--- config.mk ---
export PLATFORM = sky130hd
export DESIGN_NAME = evc_counter_pair
export DESIGN_NICKNAME = d
export VERILOG_FILES = /design/src/rtl/evc_pkg.sv /design/src/rtl/evc_action.sv /design/src/rtl/evc_lane.sv /design/src/rtl/evc_counter_pair.sv
export SDC_FILE = /design/constraint.sdc
export NUM_CORES = 1
export LEC_CHECK = 0
export BUFFER_PORTS_ARGS = -buffer_cell sky130_fd_sc_hd__buf_2
export CAP_MARGIN = 20
export CORE_ASPECT_RATIO = 0.8
export CORE_MARGIN = 5
export CORE_UTILIZATION = 60
export CTS_CLUSTER_SIZE = 24
export DETAILED_ROUTE_END_ITERATION = 16
export PLACE_DENSITY = 0.92
export RECOVER_POWER = 25
export SLEW_MARGIN = 30
export SYNTH_ARGS = -nofsm -noshare
export SYNTH_HDL_FRONTEND = slang
export SYNTH_HIERARCHICAL = 1
export SYNTH_SLANG_ARGS = --single-unit
--- constraint.sdc ---
create_clock -name clk -period 5.37 [get_ports clk]
set_clock_uncertainty 0.15 [all_clocks]
set_input_delay 1.074 -clock clk [delete_from_list [all_inputs] [get_ports clk]]
set_output_delay 1.074 -clock clk [all_outputs]
set_load 0.01 [all_outputs]
--- src/rtl/evc_pkg.sv ---
package evc_pkg;
    localparam int CNT_W    = 16;
    localparam int PORT_W   = 8;
    localparam int NUM_CTR  = 2;
    localparam int SEL_W    = (NUM_CTR > 1) ? $clog2(NUM_CTR) : 1;
    localparam int LANE_STRIDE = 4;
    localparam int OFS_CLK  = 0;
    localparam int OFS_DIR  = 1;
    localparam int OFS_CLR  = 2;

    typedef enum logic [2:0] {
        ACT_HOLD  = 3'd0,
        ACT_CLEAR = 3'd1,
        ACT_UP    = 3'd2,
        ACT_DOWN  = 3'd3,
        ACT_LOAD  = 3'd4
    } evc_act_e;

    function automatic int lane_bit(input int lane, input int ofs);
        return lane * LANE_STRIDE + ofs;
    endfunction
endpackage

--- src/rtl/evc_action.sv ---
module evc_action
    import evc_pkg::*;
(
    input  logic     ld,
    input  logic     tick,
    input  logic     clk_now,
    input  logic     clk_prev,
    input  logic     dir_now,
    input  logic     clr_now,
    output evc_act_e act
);
    logic edge_seen;

    always_comb begin
        edge_seen = clk_now & ~clk_prev;
        act = ACT_HOLD;
        if (ld) begin
            act = ACT_LOAD;
        end else if (tick) begin
            if (clr_now)
                act = ACT_CLEAR;
            else if (edge_seen)
                act = dir_now ? ACT_UP : ACT_DOWN;
        end
    end
endmodule

--- src/rtl/evc_lane.sv ---
module evc_lane
    import evc_pkg::*;
#(
    parameter int W      = 16,
    parameter int PW     = 8,
    parameter int CLK_B  = 0,
    parameter int DIR_B  = 1,
    parameter int CLR_B  = 2
) (
    input  logic          clk,
    input  logic          rst_n,
    input  logic          tick,
    input  logic [PW-1:0] port_in,
    input  logic          ld,
    input  logic [W-1:0]  ld_val,
    output logic [W-1:0]  value
);
    localparam logic [W-1:0] ONE = W'(1);

    evc_act_e     act;
    logic         prev_q;
    logic [W-1:0] value_q;
    logic [W-1:0] value_d;

    evc_action u_act (
        .ld       (ld),
        .tick     (tick),
        .clk_now  (port_in[CLK_B]),
        .clk_prev (prev_q),
        .dir_now  (port_in[DIR_B]),
        .clr_now  (port_in[CLR_B]),
        .act      (act)
    );

    // count register: next value chosen per action
    always_comb begin
        value_d = value_q;
        unique case (act)
            ACT_HOLD:  value_d = value_q;
            ACT_CLEAR: value_d = '0;
            ACT_UP:    value_d = value_q + ONE;
            ACT_DOWN:  value_d = value_q - ONE;
            ACT_LOAD:  value_d = ld_val;
            default:   value_d = value_q;
        endcase
    end

    always_ff @(posedge clk) begin
        if (!rst_n)
            value_q <= '0;
        else
            value_q <= value_d;
    end

    // snapshot of the clock bit, refreshed on every tick
    always_ff @(posedge clk) begin
        if (!rst_n)
            prev_q <= 1'b0;
        else if (tick)
            prev_q <= port_in[CLK_B];
    end

    assign value = value_q;
endmodule

--- src/rtl/evc_counter_pair.sv ---
module evc_counter_pair
    import evc_pkg::*;
#(
    parameter int CW = CNT_W,
    parameter int PW = PORT_W,
    parameter int NC = NUM_CTR,
    parameter int SW = SEL_W
) (
    input  logic           clk,
    input  logic           rst_n,
    input  logic           tick,
    input  logic [PW-1:0]  port_in,
    input  logic           wr_en,
    input  logic [SW-1:0]  wr_sel,
    input  logic [CW-1:0]  wr_data,
    output logic [NC*CW-1:0] cnt_out
);
    for (genvar i = 0; i < NC; i++) begin : g_lane
        logic          ld_i;
        logic [CW-1:0] val_i;

        assign ld_i = wr_en && (wr_sel == SW'(i));

        evc_lane #(
            .W     (CW),
            .PW    (PW),
            .CLK_B (lane_bit(i, OFS_CLK)),
            .DIR_B (lane_bit(i, OFS_DIR)),
            .CLR_B (lane_bit(i, OFS_CLR))
        ) u_lane (
            .clk     (clk),
            .rst_n   (rst_n),
            .tick    (tick),
            .port_in (port_in),
            .ld      (ld_i),
            .ld_val  (wr_data),
            .value   (val_i)
        );

        assign cnt_out[i*CW +: CW] = val_i;
    end
endmodule

==> metrics.cfg, run 1 <==
[clocking]
cts_tree = built
hold_buffers = 0
clockBufferDepth = 2
insertion_delay_ns = 0.29
cts_resized = 0
clkTransAtPathRegs_ns = 0.07
clock_sinks = 34
post_cts_buffers = 0
cts_inserted_buffers = 5
htreeDepth = 2
cts_root_buffer = clkbuf_8

[detailed_routing]
viasPerCell = 7.287
drc = 0
num_vias = 4263
drt-initial-drc-count = 631
postRouteAntennaNets = 0
wl_per_cell_um = 19.53
wl_um = 11430
dr.pass1.iters = 6

[synthesis]
synth_compound_area_share_pct = 30.45
synth_area_um2 = 3735
synthMuxAreaShare_pct = 3.752
ys_types = 81
postSynthCellCount = 483
synth_edf_count = 0
synth_ff_type = dfxtp_1
synth-simple-area-share_pct = 31.16
synth_seq_area_share_pct = 18.22
synth_nets = 518
synth_xor_area_share_pct = 5.159
synth_top_family_by_area = simple AND/OR/NAND/NOR gates
async_flop_share_pct = 0
yosysWarningCount = 6
synth.avg_cell_area_um2 = 7.733
ys_ff_latch = 34
synth_adder_area_share_pct = 2.010

[floorplan]
row_count = 25
initial_core_util_pct = 62.51
fp.dieW_um = 98.21
dieArea_um2 = 7912
design.core.area_um2 = 5974
io_pins = 61
die_y_um = 80.57

[pwr]
switchingPower_uw = 287.7
share_comb_of_total_power_pct = 31.5
power_frac_seq_pct = 43.2
power.leakage_uw = 0.001494
vdd_drop_max_v = 0.0001859
power_density_nw_per_um2 = 186.3
switching_share_pct = 38.95
p_total_uw = 738.6
internal_power_uw = 450.9
p_clk_share_pct = 25.3

[grt]
antenna_found_initial = 0
grt_pass1_vias = 3738
grt_max_degree = 27
grt_pass1_wl_um = 18670
track_usage_pct = 28.25
grt-ovfl-total = 0

[finish]
drive_above_1_share_pct = 18.65
nets = 539
multi_input_area_um2 = 2729
antenna_cells = 0
area_delta_synth_final_pct = 6.131
register_area_um2 = 680.7
n_fill_cell = 531

[sta]
fmax_mhz = 231.8
slew_headroom_pct = 17.23
grt_setup_unrepaired = false
tightest_slew_ns = 1.242
final.setup.tns_ns = 0
finalSetupViolations = 0
period_needed_ns = 4.314
slew_viol_final = 0
hold_viol = 0
timing.final.crit_share_pct = 80.33

[worst_setup_path]
required_ns = 5.38
end_kind = register
path_class = in -> reg
cp_slowest_stage_delay_ns = 0.51
cpMaxStageDelayCell = nand3b_1
critical_path_arrival_ns = 4.33
startpoint_type = input pin
cp_max_fo = 21
cp_cell_sequence = buf_2 -> and2b_2 -> nand2b_1 -> nor4b_2 -> nand3b_1 -> xnor2_1 -> ha_1 -> nand4_1 -> nor3_2 -> and4bb_1 -> a2111oi_2 -> nand2_1

[job]
drv_cap = 0

[min_path]
min_path_type = reg -> reg

[placed_design]
port-buffer-count = 58
hpwl_um = 8147
place_congestion = 0.9762

[outcome]
outcome = complete, no violations

-- through the flow --
| stage | instance area (µm²) | hold slack [ns] | worst slack [ns] | util, % | instances |
|---|---|---|---|---|---|
| finish | 3964 | 0.4096 | 1.056 | 66.35 | 585 |
| global route | 3964 | 0.4437 | 0.8903 | 66.35 | 585 |
| CTS | 3983 | 0.4079 | 1.150 | 66.66 | 585 |
| detailed placement | 3904 | 0.3981 | 0.8693 | 65.34 | 578 |
| global placement | 3904 | 0.3679 | 1.029 | 65.34 | 578 |
| floorplan | 3735 | 0.3272 | 1.642 | - | 483 |
-- synthesized netlist by cell type, types with 7 or more instances --
master | count | area (µm²)
nand2_1 | 36 | 135.1
dfxtp_1 | 34 | 680.7
buf_2 | 25 | 125.1
a21oi_1 | 22 | 110.1
nor2_1 | 22 | 82.58
nand4_1 | 20 | 125.1
nor3_1 | 19 | 95.09
o21ai_0 | 17 | 85.08
xnor2_1 | 17 | 148.9
a22oi_1 | 14 | 105.1
and3_1 | 14 | 87.58
mux2i_1 | 14 | 140.1
o211ai_1 | 14 | 105.1
nand3_1 | 12 | 60.06
o22ai_1 | 12 | 75.07
clkbuf_1 | 11 | 41.29
inv_1 | 10 | 37.54
o21a_1 | 8 | 60.06
o21ai_1 | 7 | 35.03
-- worst max-delay path: cells and delay by family --
family                   cells  cell delay [ns]
AND/OR/NAND/NOR              8             2.19
XOR/XNOR                     1             0.37
adder cells (fa/ha/maj)      1             0.34
AO/OA/AOI/OAI                1             0.27
buffers and inverters        1             0.08
-- sequential cells by signal, indices dropped and copies added, names as in the netlist --
name and cells:
g_lane.u_lane/prev_q 2, g_lane.u_lane/value 32
-- cell usage in the layout, fill, tap and decap left out, types with 12 or more instances in the layout --
cell type	synthesis	final
xnor2_1	17	17
nand2_1	36	36
o211ai_1	14	14
clkbuf_1	11	15
dfxtp_1	34	34
and3_1	14	14
nand4_1	20	20
mux2i_1	14	14
buf_2	25	43
o22ai_1	12	12
a21oi_1	22	20
o21ai_0	17	17
nor2_1	22	22
nor3_1	19	19
a22oi_1	14	14
nand3_1	12	12
-- power groups by stage --
stage	clock network, µW	registers (µW)	logic, µW
floorplan	0	296	192
global placement	0	320	222
detailed placement	0	322	229
CTS	189	316	230
global route	201	324	252
finish	187	319	233
-- worst paths after layout --
kind                           start                          to  slack, ns  cells after the start
max                           wr_sel  g_lane[0].u_lane/value[14]       1.06                     12
min          g_lane[0].u_lane/prev_q     g_lane[0].u_lane/prev_q       0.41                      2
max reg2reg  g_lane[0].u_lane/prev_q  g_lane[0].u_lane/value[14]       1.91                     10
min reg2reg  g_lane[0].u_lane/prev_q     g_lane[0].u_lane/prev_q       0.41                      2
-- layer usage --
layer  wire, µm  track usage (%)  vias up
met3       1418            5.556       36
met2       4922            43.55      309
met5          0                0        -
met4        270            7.913        0
met1       4816            39.92     1990
li1           -                -     1928
-- final cells by class --
cell class | count | area share (%)
Multi-Input combinational cell | 385 | 68.84
Tap cell | 81 | 2.557
Inverter | 14 | 1.452
Clock buffer | 5 | 1.736
Timing Repair Buffer | 64 | 7.986
Sequential cell | 34 | 17.17
Clock inverter | 2 | 0.2525
-- cells by family after synthesis --
group | Yosys count
AOI/OAI and AO/OA | 155
adders and majority gates | 6
buffers and inverters | 64
and+or+nand+nor | 188
xor gates and xnor gates | 22
DFF | 34
muxes | 14
(Power assumes the default switching activity.)
==> run 2: changes to the inputs <==
Settings changed: CORE_UTILIZATION 60 to 52, PLACE_DENSITY 0.92 to 0.85.
Clock period 5.37 ns to 3.55 ns, I/O delays scaled along.
==> run 2 against run 1 <==
  * Core utilization shrank 7.8 points
  * Largest cell class unchanged
  * Hold slack got worse by 0.0094 ns
  * Non-clock buffer count grew 11
  * Sequential share of layout area shrank 0.37 points
  * Largest power group unchanged
  * Total power up 53%
  * Count of clock-buffer cells in the layout rose by 2
  * Routed wire length rose by 3.8%
  * Combinational power grew 56%
  * Critical path depth unchanged
  * Die area increased by 14%
  * Register-to-register slack got worse by 1.3 ns
  * Highest routed layer unchanged
==> metrics.cfg, run 2 (synthesis gave the netlist of run 1 again) <==
[worst_setup_path]
required_ns = 3.57  ; was 5.38 ns
critical_path_arrival_ns = 3.25  ; was 4.33 ns
cp_cell_sequence = buf_2 -> and2_2 -> nand2b_1 -> nor4b_2 -> nand3b_4 -> xnor2_1 -> ha_1 -> or4_1 -> o211ai_1 -> o21a_1 -> a2111o_1 -> nand2_1  ; was buf_2 -> and2b_2 -> nand2b_1 -> nor4b_2 -> nand3b_1 -> xnor2_1 -> ha_1 -> nand4_1 -> nor3_2 -> and4bb_1 -> a2111oi_2 -> nand2_1
end_kind = register  ; unchanged
cp_max_fo = 7  ; was 21
cp_num_buf_inv = 1  ; unchanged
startpoint_type = input pin  ; unchanged
path_class = in -> reg  ; unchanged
cpMaxStageDelayCell = or4_1  ; was nand3b_1
r2r_slack_ns = 0.64  ; was 1.91 ns
cpLargestDelayFamily = simple AND/OR/NAND/NOR gates  ; unchanged
cp_slowest_stage_delay_ns = 0.51  ; about the same

[placed_design]
hpwl_um = 8600  ; was 8147 µm
port-buffer-count = 58  ; unchanged
dp_cells = 595  ; was 578
place_congestion = 1.008  ; was 0.9762

[finish]
drive_above_1_share_pct = 20.00  ; was 18.65%
stdcell_count = 602  ; was 585
n_fill_cell = 657  ; was 531
layout_common_cells = buf_2, nand2_1, dfxtp_1  ; unchanged
layout_commonest_cell = buf_2  ; unchanged
antenna_cells = 0  ; unchanged
nets = 550  ; was 539
area_delta_synth_final_pct = 8.476  ; was 6.131%
largest_register_ffs = 32  ; unchanged

[detailed_routing]
drc = 0  ; unchanged
viasPerCell = 7.143  ; was 7.287
drt-initial-drc-count = 713  ; was 631
wl_per_cell_um = 19.70  ; was 19.53 µm
num_vias = 4300  ; was 4263
dr.pass1.iters = 7  ; was 6
postRouteAntennaNets = 0  ; unchanged
wl_um = 11860  ; was 11430 µm

[sta]
slew_headroom_pct = 26.54  ; was 17.23%
period_needed_ns = 3.229
tightest_slew_ns = 1.102  ; was 1.242 ns
slew_viol_final = 0  ; unchanged
hold_viol = 0  ; unchanged
fmax_mhz = 309.7
timing.final.crit_share_pct = 90.95
final.setup.tns_ns = 0  ; unchanged
grt_setup_unrepaired = false  ; unchanged
finalSetupViolations = 0  ; unchanged

[grt]
grt-ovfl-total = 0  ; unchanged
grt_pass1_vias = 3873  ; was 3738
grt_max_degree = 27  ; unchanged
antenna_found_initial = 0  ; unchanged
grt_pass1_wl_um = 19340  ; was 18670 µm
track_usage_pct = 25.28  ; was 28.25%

[clocking]
clock_sinks = 34  ; unchanged
clkTransAtPathRegs_ns = 0.07  ; about the same
hold_buffers = 0  ; unchanged
insertion_delay_ns = 0.29  ; about the same
clockBufferDepth = 2  ; unchanged
cts_inserted_buffers = 5  ; unchanged
htreeDepth = 2  ; unchanged
post_cts_buffers = 0  ; unchanged
cts_tree = built  ; unchanged
cts_resized = 0  ; unchanged
cts_root_buffer = clkbuf_8  ; unchanged

[job]
drv_cap = 0  ; unchanged

[floorplan]
dieArea_um2 = 8988  ; was 7912 µm²
initial_core_util_pct = 53.93  ; was 62.51%
die_y_um = 85.80  ; was 80.57 µm
design.core.area_um2 = 6925  ; was 5974 µm²
io_pins = 61  ; unchanged
fp.dieW_um = 104.8  ; was 98.21 µm
row_count = 27  ; was 25

[pwr]
power_density_nw_per_um2 = 278.7  ; was 186.3 nW/µm²
vdd_drop_max_v = 0.0001570  ; was 0.0001859 V
power.leakage_uw = 0.001544  ; was 0.001494 µW

[min_path]
min_path_type = reg -> reg  ; unchanged

[outcome]
outcome = complete, no violations  ; unchanged

-- run 2: changes by cell type in the layout (fill, tap and decap cells not counted), sizes merged --
cell    previous run  this run
clkbuf            20        22
clkinv             3         1
buf               49        60
-- run 2: final timing paths --
check | from | end | cells after the start
worst min register to register | g_lane[1].u_lane/prev_q | g_lane[1].u_lane/prev_q | 2
worst min-delay path | g_lane[1].u_lane/prev_q | g_lane[1].u_lane/prev_q | 2
worst max register to register | g_lane[0].u_lane/prev_q | g_lane[0].u_lane/value[14] | 10
worst max-delay path | wr_sel | g_lane[1].u_lane/value[14] | 12
-- run 2: cell type report --
| cell class | instances | area, µm² | share of cell area (%) |
|---|---|---|---|
| repair buffers | 75 | 399.1 | 9.852 |
| multi-input cells | 385 | 2729 | 67.36 |
| clock buffers | 7 | 76.32 | 1.884 |
| well taps | 87 | 108.9 | 2.687 |
| flip-flops and latches | 34 | 680.7 | 16.80 |
| inverters | 14 | 57.56 | 1.421 |
-- run 2: per-stage QoR --
| step | cell area [µm²] | setup WS, ns | util, % | hold slack [ns] | total power, µW |
|---|---|---|---|---|---|
| 3_5_place_dp | 3994 | 0.04870 | 57.67 | 0.3979 | 844.4 |
| 2_1_floorplan | 3735 | 0.1860 | - | 0.3272 | 738.8 |
| 3_3_place_gp | 3994 | 0.1124 | 57.67 | 0.3727 | 829.9 |
| 6_report | 4051 | 0.3214 | 58.50 | 0.4002 | 1129 |
| 4_1_cts | 4070 | 0.3447 | 58.77 | 0.4074 | 1126 |
| 5_1_grt | 4051 | 0.1082 | 58.50 | 0.4560 | 1182 |
-- run 2: report_power, final --
group / switching [µW] / internal [µW] / leakage, µW / total [µW]
clock: 147 / 135 / 0.0000383 / 282
sequential: 77.3 / 406 / 0.000278 / 484
combinational: 212 / 151 / 0.00123 / 363
total: 437 / 693 / 0.00154 / 1130
-- run 2: worst register-to-register path, delay by kind of cell (launching register included) --
kind / cells / cell delay [ns]
xor gates and xnor gates: 1 / 0.17
DFF: 1 / 0.34
and+or+nand+nor: 6 / 1.35
adders and majority gates: 1 / 0.33
AOI/OAI and AO/OA: 2 / 0.47
-- run 2: per-layer routing --
metal	wire length (µm)	track usage [%]
met5	0	0
met4	206	7.085
met3	1391	4.816
met2	5197	38.00
met1	5063	36.73
==> run 3: changes to the inputs <==
Settings changed: ABC_AREA set to 1, CAP_MARGIN 20 to unset, CORE_UTILIZATION 52 to 53, PLACE_DENSITY 0.85 to 0.86.
==> run 3 against run 2 <==
  * Worst setup slack improved by 0.20 ns
  * Hold slack worse by 0.0036 ns
  * Count of clock-buffer cells in the layout unchanged
  * First-iteration DRC count shrank 73%
  * Largest power group unchanged
  * Register-to-register slack gained 0.21 ns
  * Synthesized area rose by 4.4%
  * Critical endpoint is now g_lane[0].u_lane/value[12]
  * Final area rose by 5.4%
==> metrics.cfg, run 3 <==
[finish]
register_area_um2 = 680.7  ; unchanged
multi_input_area_um2 = 2668  ; was 2729 µm²
drive_above_1_share_pct = 27.71  ; was 20.00%
n_fill_cell = 737  ; was 657
nets = 716  ; was 550
layout_commonest_cell = nand2_1  ; was buf_2
layout_common_cells = nand2_1, inv_1, nand3_1  ; was buf_2, nand2_1, dfxtp_1
antenna_cells = 0  ; unchanged
largest_register_ffs = 32  ; unchanged
final_util_pct = 58.59  ; was 58.50%
area_delta_synth_final_pct = 9.499  ; was 8.476%

[floorplan]
row_count = 28  ; was 27
design.core.area_um2 = 7287  ; was 6925 µm²
initial_core_util_pct = 53.50  ; was 53.93%
io_pins = 61  ; unchanged
dieArea_um2 = 9182  ; was 8988 µm²
die_y_um = 86.72  ; was 85.80 µm
fp.dieW_um = 105.9  ; was 104.8 µm

[grt]
track_usage_pct = 22.59  ; was 25.28%
antenna_found_initial = 0  ; unchanged
grt_pass1_vias = 3788  ; was 3873
grt_pass1_wl_um = 17320  ; was 19340 µm
grt_max_degree = 21  ; was 27
grt-ovfl-total = 0  ; unchanged

[synthesis]
netlist.area_leader.share_pct = 17.46  ; was 18.22%
yosysTopAreaCell = dfxtp_1  ; unchanged
synth_seq_area_share_pct = 17.46  ; was 18.22%
postSynthCellCount = 624  ; was 483
synth_most_common_cell = nand2_1  ; unchanged
ys_ff_latch = 34  ; unchanged
synth.avg_cell_area_um2 = 6.248  ; was 7.733 µm²
synth_commonest_cells = nand2_1, inv_1, nand3_1  ; was nand2_1, dfxtp_1, buf_2
async_flop_share_pct = 0  ; unchanged
ys_types = 34  ; was 81
synth_edf_count = 0  ; unchanged
synth_nets = 659  ; was 518
synth_ff_type = dfxtp_1  ; unchanged
synth_area_um2 = 3899  ; was 3735 µm²
synthTopCellsByArea = dfxtp_1, nand2_1, inv_1, nand3_1, nand2_4  ; was dfxtp_1, xnor2_1, mux2i_1, nand2_1, buf_2
yosysWarningCount = 6  ; unchanged

[clocking]
clockBufferDepth = 2  ; unchanged
cts_root_buffer = clkbuf_8  ; unchanged
post_cts_buffers = 0  ; unchanged
clkTransAtPathRegs_ns = 0.08  ; was 0.07 ns
hold_buffers = 0  ; unchanged
cts_inserted_buffers = 5  ; unchanged
cts_resized = 0  ; unchanged
cts_tree = built  ; unchanged
insertion_delay_ns = 0.29  ; about the same
clock_sinks = 34  ; unchanged
htreeDepth = 2  ; unchanged

[worst_setup_path]
startpoint = wr_en  ; was wr_sel
end_kind = register  ; unchanged
cp_max_fo = 10  ; was 7
required_ns = 3.62  ; was 3.57 ns
startpoint_type = input pin  ; unchanged
reg2reg_depth = 16  ; was 10
critical_path_arrival_ns = 3.10  ; was 3.25 ns
rr_endpoint = g_lane[0].u_lane/value[12]  ; was g_lane[0].u_lane/value[14]
path_class = in -> reg  ; unchanged
r2r_slack_ns = 0.85  ; was 0.64 ns
cp-endpoint = g_lane[0].u_lane/value[12]  ; was g_lane[1].u_lane/value[14]
r2r-start = g_lane[0].u_lane/prev_q  ; unchanged

[pwr]
power_frac_seq_pct = 41.5  ; was 42.8%
internal_power_uw = 673.7  ; was 692.7 µW
p_clk_share_pct = 28.9  ; was 25.0%
switching_share_pct = 37.21  ; was 38.66%
power.leakage_uw = 0.002239  ; was 0.001544 µW
share_comb_of_total_power_pct = 29.7  ; was 32.2%
power_density_nw_per_um2 = 251.3  ; was 278.7 nW/µm²
vdd_drop_max_v = 0.0001646  ; was 0.0001570 V
switchingPower_uw = 399.2  ; was 436.6 µW

[outcome]
outcome = complete, no violations  ; unchanged

[sta]
period_needed_ns = 3.025  ; was 3.229 ns
hold_viol = 0  ; unchanged
fmax_mhz = 330.6  ; was 309.7 MHz
timing.final.crit_share_pct = 85.22  ; was 90.95%
finalSetupViolations = 0  ; unchanged
grt_setup_unrepaired = false  ; unchanged
slew_headroom_pct = 48.12  ; was 26.54%
slew_viol_final = 0  ; unchanged
tightest_slew_ns = 0.7783  ; was 1.102 ns
final.setup.tns_ns = 0  ; unchanged

[detailed_routing]
wl_per_cell_um = 13.26  ; was 19.70 µm
num_vias = 4268  ; was 4300
drt-initial-drc-count = 196  ; was 713
drc = 0  ; unchanged
viasPerCell = 5.528  ; was 7.143
postRouteAntennaNets = 0  ; unchanged
wl_um = 10240  ; was 11860 µm
dr.pass1.iters = 5  ; was 7

[placed_design]
hpwl_um = 8335  ; was 8600 µm
port-buffer-count = 58  ; unchanged
place_congestion = 0.9512  ; was 1.008

[job]
drv_cap = 0  ; unchanged

[min_path]
min_path_type = reg -> reg  ; unchanged

## run 3: changes by cell type after synthesis, sizes merged, moves of 19 or more
cell | before | now
nand2 | 37 | 233
nor3 | 23 | 4
buf | 38 | 8
nor2 | 23 | 51
nand3 | 12 | 70
inv | 13 | 102
## run 3: worst min path at each step
stage | from | to | slack [ns] | cells past startpoint
floorplan | g_lane[0].u_lane/prev_q | g_lane[0].u_lane/prev_q | 0.35 | 2
global placement | g_lane[0].u_lane/prev_q | g_lane[0].u_lane/prev_q | 0.37 | 2
finish | g_lane[1].u_lane/value[6] | g_lane[1].u_lane/value[6] | 0.40 | 2
global route | g_lane[1].u_lane/value[6] | g_lane[1].u_lane/value[6] | 0.44 | 2
detailed placement | g_lane[0].u_lane/value[2] | g_lane[0].u_lane/value[2] | 0.38 | 2
CTS | g_lane[0].u_lane/value[6] | g_lane[0].u_lane/value[6] | 0.39 | 2
## run 3: kinds of logic (layout without fill, tap and decap cells)
group           count (synthesis)  count (layout)  share of synthesized area, %
simple gates                  364             364                         49.17
buf+inv                       120             178                         14.12
compound gates                 98              98                         16.88
flops                          34              34                         17.46
fa+ha+maj                       6               6                         1.925
xor+xnor                        2               2                        0.4494
## run 3: critical path: stages
cell and delay (ns):
buf_2 0.10, inv_1 0.05, nor2_2 0.07, inv_1 0.06, nand2_1 0.07, nor2_1 0.44, nand3_2 0.34, nand2_2 0.16
nand2_2 0.07, inv_1 0.06, ha_1 0.13, inv_1 0.05, nand2_1 0.12, nand2_1 0.09, nand2_1 0.12, nand3_1 0.12
nand3_1 0.09, nand3_1 0.08, a21oi_1 0.15
## run 3: final cells by class
cell class              instances  share of cell area [%]
multi-input cells             470                   62.49
flip-flops and latches         34                   15.94
inverters                     106                   9.379
repair buffers                 64                   7.415
well taps                      90                   2.638
clock buffers                   7                   2.022
clock inverters                 1                  0.1172
## run 3: metal layers
| layer | wire [µm] | track usage, % |
|---|---|---|
| met1 | 4822 | 31.33 |
| met2 | 4556 | 37.33 |
| met3 | 750 | 3.649 |
| met4 | 106 | 4.588 |
| met5 | 0 | 0 |
## run 3: power by group through the flow
stage	logic (µW)	clock network [µW]	registers, µW
floorplan	220	0	457
global placement	309	0	452
detailed placement	318	0	453
CTS	320	313	444
global route	357	331	450
finish	318	310	445
## run 3: metrics by stage
step	hold WS, ns	area, µm²	setup WS (ns)	cells	total power, µW
finish	0.3966	4269	0.5248	772	1073
global route	0.4352	4269	0.2471	772	1138
CTS	0.3907	4288	0.5541	772	1078
detailed placement	0.3778	4197	0.2642	764	771.2
global placement	0.3726	4197	0.3384	764	761.3
floorplan	0.3508	3899	0.7791	624	677.1
